`src/rtl/raster_pkg.sv`:
```
package raster_pkg;

    localparam int CW = 16;
    localparam int DW = 32;
    localparam int SW = 4;

    typedef enum logic [SW-1:0] {
        SEL_TOTALS  = 4'd0,
        SEL_HBORDER = 4'd1,
        SEL_VBORDER = 4'd2,
        SEL_WIN_H   = 4'd3,
        SEL_WIN_V   = 4'd4,
        SEL_WINCFG  = 4'd5,
        SEL_MODE    = 4'd6,
        SEL_SYNCCFG = 4'd7
    } reg_sel_e;

    typedef struct packed {
        logic [CW-1:0] htot;
        logic [CW-1:0] vtot;
        logic [CW-1:0] hb_start;
        logic [CW-1:0] hb_stop;
        logic [CW-1:0] vb_start;
        logic [CW-1:0] vb_stop;
        logic [CW-1:0] win_h;
        logic [CW-1:0] win_v_long;
        logic [CW-1:0] win_v_short;
        logic          blank;
        logic          hdouble;
        logic          disp_en;
        logic          scandouble;
        logic          video_en;
        logic          interlace;
    } cfg_t;

    typedef struct packed {
        logic [CW-1:0] hc;
        logic [CW-1:0] vc;
        logic          field;
    } raster_pos_t;

    function automatic cfg_t apply_write(cfg_t c, logic [SW-1:0] sel, logic [DW-1:0] d);
        cfg_t n = c;
        case (reg_sel_e'(sel))
            SEL_TOTALS:  begin n.vtot = d[16 +: CW]; n.htot = d[0 +: CW]; end
            SEL_HBORDER: begin n.hb_start = d[16 +: CW]; n.hb_stop = d[0 +: CW]; end
            SEL_VBORDER: begin n.vb_start = d[16 +: CW]; n.vb_stop = d[0 +: CW]; end
            SEL_WIN_H:   n.win_h = d[0 +: CW];
            SEL_WIN_V:   begin n.win_v_long = d[16 +: CW]; n.win_v_short = d[0 +: CW]; end
            SEL_WINCFG:  begin n.blank = d[3]; n.hdouble = d[0]; end
            SEL_MODE:    begin n.disp_en = d[0]; n.scandouble = d[1]; end
            SEL_SYNCCFG: begin n.video_en = d[8]; n.interlace = d[4]; end
            default:     n = c;
        endcase
        return n;
    endfunction

endpackage

```
`src/rtl/raster_regs.sv`:
```
module raster_regs
    import raster_pkg::*;
#(
    parameter cfg_t RST_CFG = '0
) (
    input  logic           clk,
    input  logic           rst,
    input  logic           wr_en,
    input  logic [SW-1:0]  wr_sel,
    input  logic [DW-1:0]  wr_data,
    input  logic           load,
    output cfg_t           shadow
);

    cfg_t pending;

    always_ff @(posedge clk) begin
        if (rst)
            pending <= RST_CFG;
        else if (wr_en)
            pending <= apply_write(pending, wr_sel, wr_data);
    end

    always_ff @(posedge clk) begin
        if (rst)
            shadow <= RST_CFG;
        else if (load)
            shadow <= pending;
    end

    // live settings only move on a retrace load
    p_shadow_hold_r6: assert property (@(posedge clk) disable iff (rst)
        !load |=> $stable(shadow));

endmodule

```
`src/rtl/raster_counters.sv`:
```
module raster_counters
    import raster_pkg::*;
(
    input  logic        clk,
    input  logic        rst,
    input  cfg_t        cfg,
    output raster_pos_t pos,
    output logic        load,
    output logic        frame_end
);

    logic [CW-1:0] h_last;
    logic [CW-1:0] v_last;
    logic          line_end;

    assign h_last    = cfg.htot - CW'(1);
    assign v_last    = cfg.vtot - CW'(1);
    assign line_end  = (pos.hc >= h_last);
    assign frame_end = line_end && (pos.vc >= v_last);
    assign load      = (pos.hc == '0) && (pos.vc == cfg.vb_stop);

    always_ff @(posedge clk) begin
        if (rst) begin
            pos <= '0;
        end else if (line_end) begin
            pos.hc <= '0;
            if (frame_end) begin
                pos.vc    <= '0;
                pos.field <= cfg.interlace ? ~pos.field : 1'b0;
            end else begin
                pos.vc <= pos.vc + CW'(1);
            end
        end else begin
            pos.hc <= pos.hc + CW'(1);
        end
    end

    // column returns to zero after the last count
    p_hwrap_r1: assert property (@(posedge clk) disable iff (rst)
        line_end |=> (pos.hc == '0));

    // field only moves on a frame wrap
    p_field_stable_r7: assert property (@(posedge clk) disable iff (rst)
        !frame_end |=> $stable(pos.field));

    // the retrace pulse lasts a single clock
    p_irq_single_r6: assert property (@(posedge clk) disable iff (rst)
        (load && cfg.htot > CW'(1)) |=> !load);

endmodule

```
`src/rtl/raster_decode.sv`:
```
module raster_decode
    import raster_pkg::*;
(
    input  logic          clk,
    input  logic          rst,
    input  cfg_t          cfg,
    input  raster_pos_t   pos,
    output logic          hsync,
    output logic          vsync,
    output logic          border_active,
    output logic          window_active,
    output logic [CW-1:0] pix_x,
    output logic [CW-1:0] pix_y
);

    logic          vis_h, vis_v, visible;
    logic          in_win;
    logic          use_short;
    logic [CW-1:0] win_v;
    logic [CW-1:0] dx, dy;

    assign use_short = cfg.interlace & pos.field;
    assign win_v     = use_short ? cfg.win_v_short : cfg.win_v_long;

    assign vis_h   = (pos.hc >= cfg.hb_start) && (pos.hc < cfg.hb_stop);
    assign vis_v   = (pos.vc >= cfg.vb_start) && (pos.vc < cfg.vb_stop);
    assign visible = vis_h && vis_v;
    assign in_win  = (pos.hc >= cfg.win_h) && (pos.hc < cfg.hb_stop) &&
                     (pos.vc >= win_v)     && (pos.vc < cfg.vb_stop);

    assign dx = pos.hc - cfg.win_h;
    assign dy = pos.vc - win_v;

    always_comb begin
        hsync         = cfg.video_en && (pos.hc < cfg.hb_start);
        vsync         = cfg.video_en && (pos.vc < cfg.vb_start);
        window_active = cfg.video_en && cfg.disp_en && !cfg.blank && in_win;
        border_active = cfg.video_en && cfg.disp_en && visible && !window_active;
        pix_x = '0;
        pix_y = '0;
        if (window_active) begin
            pix_x = cfg.hdouble ? (dx >> 1) : dx;
            if (cfg.interlace)
                pix_y = {dy[CW-2:0], pos.field};
            else if (cfg.scandouble)
                pix_y = dy >> 1;
            else
                pix_y = dy;
        end
    end

    // border and window never overlap
    p_excl_r4: assert property (@(posedge clk) disable iff (rst)
        window_active |-> !border_active);

    // blanking removes the window entirely
    p_blank_r5: assert property (@(posedge clk) disable iff (rst)
        cfg.blank |-> !window_active);

    // nothing drives out while video is disabled
    p_video_off_r10: assert property (@(posedge clk) disable iff (rst)
        !cfg.video_en |-> !(hsync || vsync || border_active || window_active));

endmodule

```
`src/rtl/raster_border_gen.sv`:
```
module raster_border_gen
    import raster_pkg::*;
#(
    parameter int DEF_HTOTAL   = 20,
    parameter int DEF_VTOTAL   = 12,
    parameter int DEF_HB_START = 2,
    parameter int DEF_HB_STOP  = 18,
    parameter int DEF_VB_START = 1,
    parameter int DEF_VB_STOP  = 10,
    parameter int DEF_WIN_H    = 4,
    parameter int DEF_WIN_V0   = 3,
    parameter int DEF_WIN_V1   = 4
) (
    input  logic           clk,
    input  logic           rst,
    input  logic           wr_en,
    input  logic [3:0]     wr_sel,
    input  logic [31:0]    wr_data,
    output logic           hsync,
    output logic           vsync,
    output logic           border_active,
    output logic           window_active,
    output logic           field,
    output logic [15:0]    pix_x,
    output logic [15:0]    pix_y,
    output logic           vblank_irq
);

    localparam cfg_t RST_CFG = '{
        htot:        CW'(DEF_HTOTAL),
        vtot:        CW'(DEF_VTOTAL),
        hb_start:    CW'(DEF_HB_START),
        hb_stop:     CW'(DEF_HB_STOP),
        vb_start:    CW'(DEF_VB_START),
        vb_stop:     CW'(DEF_VB_STOP),
        win_h:       CW'(DEF_WIN_H),
        win_v_long:  CW'(DEF_WIN_V0),
        win_v_short: CW'(DEF_WIN_V1),
        blank:       1'b0,
        hdouble:     1'b0,
        disp_en:     1'b1,
        scandouble:  1'b0,
        video_en:    1'b1,
        interlace:   1'b0
    };

    cfg_t        live_cfg;
    raster_pos_t pos;
    logic        load;
    logic        frame_end;

    raster_regs #(.RST_CFG(RST_CFG)) u_regs (
        .clk     (clk),
        .rst     (rst),
        .wr_en   (wr_en),
        .wr_sel  (wr_sel),
        .wr_data (wr_data),
        .load    (load),
        .shadow  (live_cfg)
    );

    raster_counters u_cnt (
        .clk       (clk),
        .rst       (rst),
        .cfg       (live_cfg),
        .pos       (pos),
        .load      (load),
        .frame_end (frame_end)
    );

    raster_decode u_dec (
        .clk           (clk),
        .rst           (rst),
        .cfg           (live_cfg),
        .pos           (pos),
        .hsync         (hsync),
        .vsync         (vsync),
        .border_active (border_active),
        .window_active (window_active),
        .pix_x         (pix_x),
        .pix_y         (pix_y)
    );

    assign field      = pos.field;
    assign vblank_irq = load;

    // line count stays put within a line, so vsync only moves at column 0
    p_vsync_line_r2: assert property (@(posedge clk) disable iff (rst)
        (pos.hc != '0) |-> $stable(vsync) || $past(load) || $changed(live_cfg));

endmodule

```
`config.mk`:
```
export PLATFORM = sky130hd
export DESIGN_NAME = raster_border_gen
export DESIGN_NICKNAME = d
export VERILOG_FILES = /design/src/rtl/raster_pkg.sv /design/src/rtl/raster_regs.sv /design/src/rtl/raster_counters.sv /design/src/rtl/raster_decode.sv /design/src/rtl/raster_border_gen.sv
export SDC_FILE = /design/constraint.sdc
export NUM_CORES = 1
export LEC_CHECK = 0
export ABC_AREA = 1
export BUFFER_PORTS_ARGS = -buffer_cell sky130_fd_sc_hd__buf_2
export CORE_ASPECT_RATIO = 0.6
export CORE_MARGIN = 4
export CORE_UTILIZATION = 35
export CTS_CLUSTER_DIAMETER = 80
export DETAILED_ROUTE_END_ITERATION = 10
export MAX_ROUTING_LAYER = met4
export SKIP_CTS_REPAIR_TIMING = 1
export SYNTH_ARGS = -nofsm -noshare
export SYNTH_HDL_FRONTEND = slang
export SYNTH_SLANG_ARGS = --single-unit
```
`constraint.sdc`:
```
create_clock -name clk -period 4.2 [get_ports clk]
set_input_delay 0.21 -clock clk [delete_from_list [all_inputs] [get_ports clk]]
set_output_delay 0.21 -clock clk [all_outputs]
set_load 0.005 [all_outputs]
```
==> results of run 1 <==
-- report_power, final --
part	switching [mW]	leakage, nW	internal (mW)
clock network	1.30	0.463	1.49
logic	0.277	6.07	0.100
registers	0.0186	2.69	3.19
total	1.60	9.22	4.78
-- worst max-delay path, delay by kind of cell, from the launching register on --
| kind | cells | cell delay (ps) |
|---|---|---|
| and+or+nand+nor | 11 | 1340 |
| DFF | 1 | 330 |
| buffers and inverters | 3 | 490 |
| adders and majority gates | 2 | 600 |
| muxes | 1 | 340 |
-- Yosys cell counts --
cell,n,area (um^2)
a31oi_1,1,6.260
buf_4,1,7.510
o21a_1,3,22.52
mux2i_1,17,170.2
o21bai_1,3,22.52
fa_1,2,40.04
a21oi_1,225,1126
ha_1,132,1652
o22ai_1,1,6.260
nand3_1,281,1406
nor4_2,1,12.51
and2_1,4,25.02
nor3_1,20,100.1
mux2_2,1,11.26
clkinv_1,2,7.510
nor4_1,10,62.56
o31ai_1,1,7.510
nor2_1,429,1610
o21ai_0,166,830.8
buf_2,19,95.09
inv_1,229,859.6
nand4_1,25,156.4
nor2_2,1,6.260
or2_2,11,68.82
clkbuf_1,104,390.4
a21o_1,2,15.01
xor2_1,33,289.0
buf_1,1,3.750
nand2_1,518,1944
dfxtp_1,333,6666
o211ai_1,2,15.01
xnor2_1,19,166.4
nand3b_1,18,135.1
nor3_2,1,10.01
-- layer usage --
metal / track usage / share of wire / vias to the layer above
met2: 0.2924 / 0.38 / 663
met3: 0.06019 / 0.10 / 74
li1: - / - / 8658
met4: 0.03779 / 0.016 / 0
met1: 0.3384 / 0.50 / 8354
met5: - / 0 / -
-- worst max path at each step --
stage	from	end	slack, ps	cells after the start
after floorplan	u_regs.shadow[0]$_SDFFE_PP0P_	pix_x[11]	1300	15
after global placement	u_cnt.pos[0]$_SDFFE_PP0P_	pix_x[11]	-130	17
after global routing	u_cnt.pos[0]$_SDFFE_PP0P_	pix_x[15]	1	18
after CTS	u_cnt.pos[0]$_SDFFE_PP0P_	pix_x[5]	-930	17
final	u_cnt.pos[0]$_SDFFE_PP0P_	pix_x[5]	300	17
after detailed placement	u_cnt.pos[0]$_SDFFE_PP0P_	pix_x[5]	-290	18
-- cell families after synthesis --
group	count (synthesis)	share of synthesized area
xor gates and xnor gates	52	0.02537
AOI/OAI and AO/OA	404	0.1143
DFF	333	0.3714
adders and majority gates	134	0.09425
buffers and inverters	356	0.07598
muxes	18	0.01011
and+or+nand+nor	1319	0.3085
-- per-stage QoR --
stage / utilization / TNS (ps)
2_1_floorplan: - / 0
3_3_place_gp: 0.3836 / -1258
3_5_place_dp: 0.3836 / -3826
4_1_cts: 0.4029 / -19500
5_1_grt: 0.4082 / 0
6_report: 0.4082 / 0
-- final cells by class --
type                       instances  area [um^2]
antenna                            8        20.02
clock buffer                      43        860.8
clock inverter                    13        106.4
fill                            5226        29620
inverter                         231        869.6
multi-input combinational       1927         9971
sequential                       333         6666
tap                              682        853.3
timing repair buffer             156         1086
-- registers in the layout, indices dropped and copies added (netlist names) --
| name | count |
|---|---|
| u_regs.pending | 150 |
| u_regs.shadow | 150 |
| u_cnt.pos | 33 |
==> flow_summary.yaml, run 1 <==
placement:
  postPlaceCellArea_um2: 19200
  placed_cells: 3305
  dp_hpwl_um: 44560
  pre_cts_ws_ps: -285.3
  globalplace.congestion: 0.9282
  io_buffers: 76
synth:
  yosys_warnings: 0
  yosysSeqAreaShare: 0.3714
  ys_seq_elements: 333
  synth_nets: 2789
  synth_cells: 2616
  syn_area_um2: 17950
  synth.avg_cell_area_um2: 6.861
  synthDistinctLibCells: 34
die:
  die_x_um: 300.4
  rows: 63
  die_h_um: 183.4
  start_util: 0.3586
  core-area_um2: 50050
  io_pins: 77
  design.die.area_um2: 55090
cts:
  clkTransAtPathRegs_ps: 70
  cts_tree: "done"
  insertion_delay_ps: 600
  root_buffer: "clkbuf_16"
  numCtsBuffers: 30
  cts.sinks: 333
  clockBufferDepth: 3
  h-tree-depth: 1
detailed_routing:
  wl_um: 61610
  drc: 0
  via_per_inst: 5.231
  wl_per_cell_um: 18.16
  ant_nets: 0
  first_iter_violations: 1611
  vias: 17750
  dr.pass1.iters: 5
worst_setup_path:
  reg2reg_to: "u_cnt.pos[29]$_SDFF_PP0_"
  ff2ff_setup_slack_ps: 440
  slowest_delay_ps: 400
  path_cells: "nand2_1 > mux2_2 > ha_1 > fa_1 > inv_1 > nand3_1 > nand3_1 > nand2_1 > nand3_1 > nand2_1 > nand2_1 > nand2_1 > nor2_4 > nand2_4 > buf_4 > nor2_1 > buf_2"
  path_class: "flip-flop to output port"
  cp-start-kind: "flip-flop"
  r2r_cells: 15
  critPathSlowestCell: "fa_1"
  worst_setup_path_end_kind: "output port"
  r2r-start: "u_regs.shadow[134]$_SDFFE_PP0P_"
  worstPathArrival_ps: 3690
  worstPathRequired_ps: 3990
  crit_fanout: 13
  crit_top_cell: "nand2_1"
sta:
  timing.fmax_mhz: 256.1
  hold_viol_final: 0
  fin_crit_ps: 3904
  relSlewSlack: 0.1283
  layout_setup_ws_ps: 295.7
  period_share: 0.9296
  finalClockSkew_ps: 35.34
  timing.hold.ws_ps: 6.360
  setup_viol_count_final: 0
  maxSlewViolCount: 0
  worst_pin_slew_ps: 1306
  rsz0062_at_grt: "false"
min_path:
  holdPathStages: 3
  hold-path-endpoint: "u_regs.pending[144]$_SDFFE_PP0P_"
  hp-start: "wr_data[10]"
  hold_path_class: "primary input to flip-flop"
job:
  drv_cap: 0
pwr:
  p_total_mw: 6.381
  irDropWorstVdd_mv: 0.3043
  p_leak_nw: 9.223
  power_density_nw_per_um2: 312.3
finish:
  layout.nets: 2852
  fin_area_um2: 20430
  most-common-layout-cells: "516 x nand2_1, 424 x nor2_1, 333 x dfxtp_1"
  drive_gt1_frac: 0.07621
  final_cells: 3393
  final_common_cell: "nand2_1"
  areaGrowthSynthToFinish_pct: 13.84
global_routing:
  grt_max_degree: 102
  grt_pass1_vias: 16170
  grt_pass1_wl_um: 94850
  overflow: 0
  grt_usage: 0.2228
  antenna_found_initial: 9
status:
  status: "completed"
No activity file was read; power rests on OpenSTA's default activity.
==> run 2: changes to the inputs <==
REMOVE_ABC_BUFFERS = 1   (was default)
==> run 2 against run 1 <==
Via count shrank 0.21%. Critical endpoint is now pix_y[4]. Clock skew decreased by 5.2 ps. Non-clock buffer count is 37 lower. The run now ends with hold timing left. Final area shrank 0.94%. Sequential share of layout area grew 0.31 points. Worst hold slack worse by 15 ps. Die area stayed put. Register-to-register slack improved by 190 ps. Cell count decreased by 1.3%. Utilization is 0.38 points lower. First-iteration DRC count rose by 3.5%. Routed wire length shrank 2.3%.
==> flow_summary.yaml, run 2 (synthesis results as in run 1) <==
worst_setup_path:
  cp-start-kind: "flip-flop"
  r2r-start: "u_regs.shadow[122]$_SDFFE_PP0P_"
  worstPathRequired_ps: 3990
  worst_setup_path_end_kind: "output port"
  reg2reg_to: "u_cnt.pos[2]$_SDFFE_PP0P_"
  crit_fanout: 24
  path_class: "flip-flop to output port"
  ff2ff_setup_slack_ps: 630
  worstPathArrival_ps: 3620
  r2r_cells: 14
sta:
  timing.hold.ws_ps: -8.893
  finalClockSkew_ps: 30.09
  setup_viol_count_final: 0
  rsz0062_at_grt: "false"
  setup_tns_ps: 0
  relSlewSlack: 0.2562
  period_share: 0.9125
  worst_pin_slew_ps: 1116
  timing.fmax_mhz: 260.9
  maxSlewViolCount: 0
  fin_crit_ps: 3833
  hold_viol_final: 1
die:
  die_x_um: 300.4
  design.die.area_um2: 55090
  start_util: 0.3586
  core-area_um2: 50050
  io_pins: 77
  rows: 63
  die_h_um: 183.4
cts:
  numCtsBuffers: 34
  root_buffer: "clkbuf_16"
  clkTransAtPathRegs_ps: 60
  insertion_delay_ps: 540
  cts_tree: "done"
  h-tree-depth: 2
  cts.sinks: 333
  clockBufferDepth: 3
finish:
  final_util: 0.4044
  largestRegisters: "u_regs.pending (150), u_regs.shadow (150), u_cnt.pos (33)"
  multiInputGateArea_um2: 9966
  final_common_cell: "nand2_1"
  antenna_cells: 0
  areaGrowthSynthToFinish_pct: 12.78
  drive_gt1_frac: 0.07052
  register_area_um2: 6666
  fill_cells: 5274
  layout.nets: 2819
  most-common-layout-cells: "517 x nand2_1, 424 x nor2_1, 333 x dfxtp_1"
global_routing:
  grt_pass1_wl_um: 95030
  grt_max_degree: 148
  grt_usage: 0.2221
  overflow: 0
  grt_pass1_vias: 16550
  antenna_found_initial: 0
status:
  status: "complete, but fails checks"
  violations: "hold timing"
placement:
  globalplace.congestion: 0.9340
  io_buffers: 76
  dp_hpwl_um: 41820
pwr:
  combPwrFrac: 0.051
  clkPwrFrac: 0.476
  internal-power_mw: 5.172
  power_density_nw_per_um2: 335.5
  p_seq_frac: 0.473
  p_sw_mw: 1.619
  irDropWorstVdd_mv: 0.2291
  p_leak_nw: 9.113
  p_sw_frac: 0.2384
detailed_routing:
  first_iter_violations: 1668
  via_per_inst: 5.290
  wl_per_cell_um: 17.98
  vias: 17710
  wl_um: 60190
  dr.pass1.iters: 5
  ant_nets: 0
  drc: 0
min_path:
  holdPathStages: 3
  hold-path-endpoint: "u_regs.pending[22]$_SDFFE_PP1P_"
  hold_path_class: "primary input to flip-flop"
  hp-start: "wr_data[16]"
job:
  drv_cap: 0
run 2: changes by cell type in the layout (fill, tap and decap cells not counted), moves of 2 or more:
cell           delta
dlygate4sd3_1    -17
buf_12            -3
bufinv_16         +3
clkinv_2          -4
clkinvlp_4        -4
mux2i_1           -2
buf_6             +2
buf_4            -19
mux2i_2           +2
diode_2           -8
clkbuf_16         +6
run 2: worst max-delay path, cell delays in order (launching register included):
cell	delay [ps]
dfxtp_1	290
buf_4	180
nand2_1	150
buf_6	250
mux2i_2	350
ha_1	370
nand2_1	180
inv_1	60
a21oi_1	270
nor2_1	80
nor2_1	140
nand2_1	70
nand2_1	70
nor2_2	80
nand2_1	80
buf_6	240
nor2_1	80
buf_2	130
run 2: per-layer routing:
metal	global-route usage	vias to the layer above	routed length [um]
li1	-	8588	-
met1	0.3415	8377	30590
met2	0.2979	667	23200
met3	0.04331	79	5485
met4	0.04104	0	912
met5	-	-	0
run 2: cell type report:
class,count,area share
Multi-Input combinational cell,1927,0.4923
Sequential cell,333,0.3293
Clock buffer,47,0.04908
Inverter,231,0.04308
Tap cell,682,0.04216
Timing Repair Buffer,119,0.03635
Clock inverter,9,0.007665
run 2: worst max path at each step:
| stage | startpoint | endpoint | slack, ps |
|---|---|---|---|
| after floorplan | u_cnt.pos[24]$_SDFF_PP0_ | u_regs.shadow[103]$_SDFFE_PP1P_ | -4700 |
| after global routing | u_regs.shadow[0]$_SDFFE_PP0P_ | pix_y[7] | 50 |
| after global placement | u_regs.shadow[122]$_SDFFE_PP0P_ | u_cnt.pos[2]$_SDFFE_PP0P_ | 780 |
| after CTS | u_regs.shadow[0]$_SDFFE_PP0P_ | pix_y[4] | 200 |
| final | u_regs.shadow[0]$_SDFFE_PP0P_ | pix_y[4] | 370 |
| after detailed placement | u_regs.shadow[122]$_SDFFE_PP0P_ | u_cnt.pos[1]$_SDFFE_PP0P_ | 740 |
run 2: power groups by stage:
stage	registers, mW	logic (mW)	clock network [mW]
global route	3.22	0.375	3.42
finish	3.21	0.344	3.23
global placement	3.28	0.331	0
CTS	3.21	0.336	3.27
detailed placement	3.28	0.334	0
floorplan	3.28	0.156	0
run 2: per-stage QoR:
| stage | std cells | setup slack [ps] | instance area (um^2) | power [mW] | hold WS (ps) |
|---|---|---|---|---|---|
| 6_report | 3348 | 367.3 | 20240 | 6.792 | -8.893 |
| 4_1_cts | 3344 | 195.3 | 20180 | 6.824 | -29.14 |
| 3_5_place_dp | 3288 | 740.2 | 19040 | 3.619 | 443.2 |
| 5_1_grt | 3348 | 53.38 | 20240 | 7.014 | 2.069 |
| 3_3_place_gp | 3288 | 784.5 | 19040 | 3.614 | 440.2 |
| 2_1_floorplan | 2491 | -4702 | 17450 | 3.433 | 279.1 |
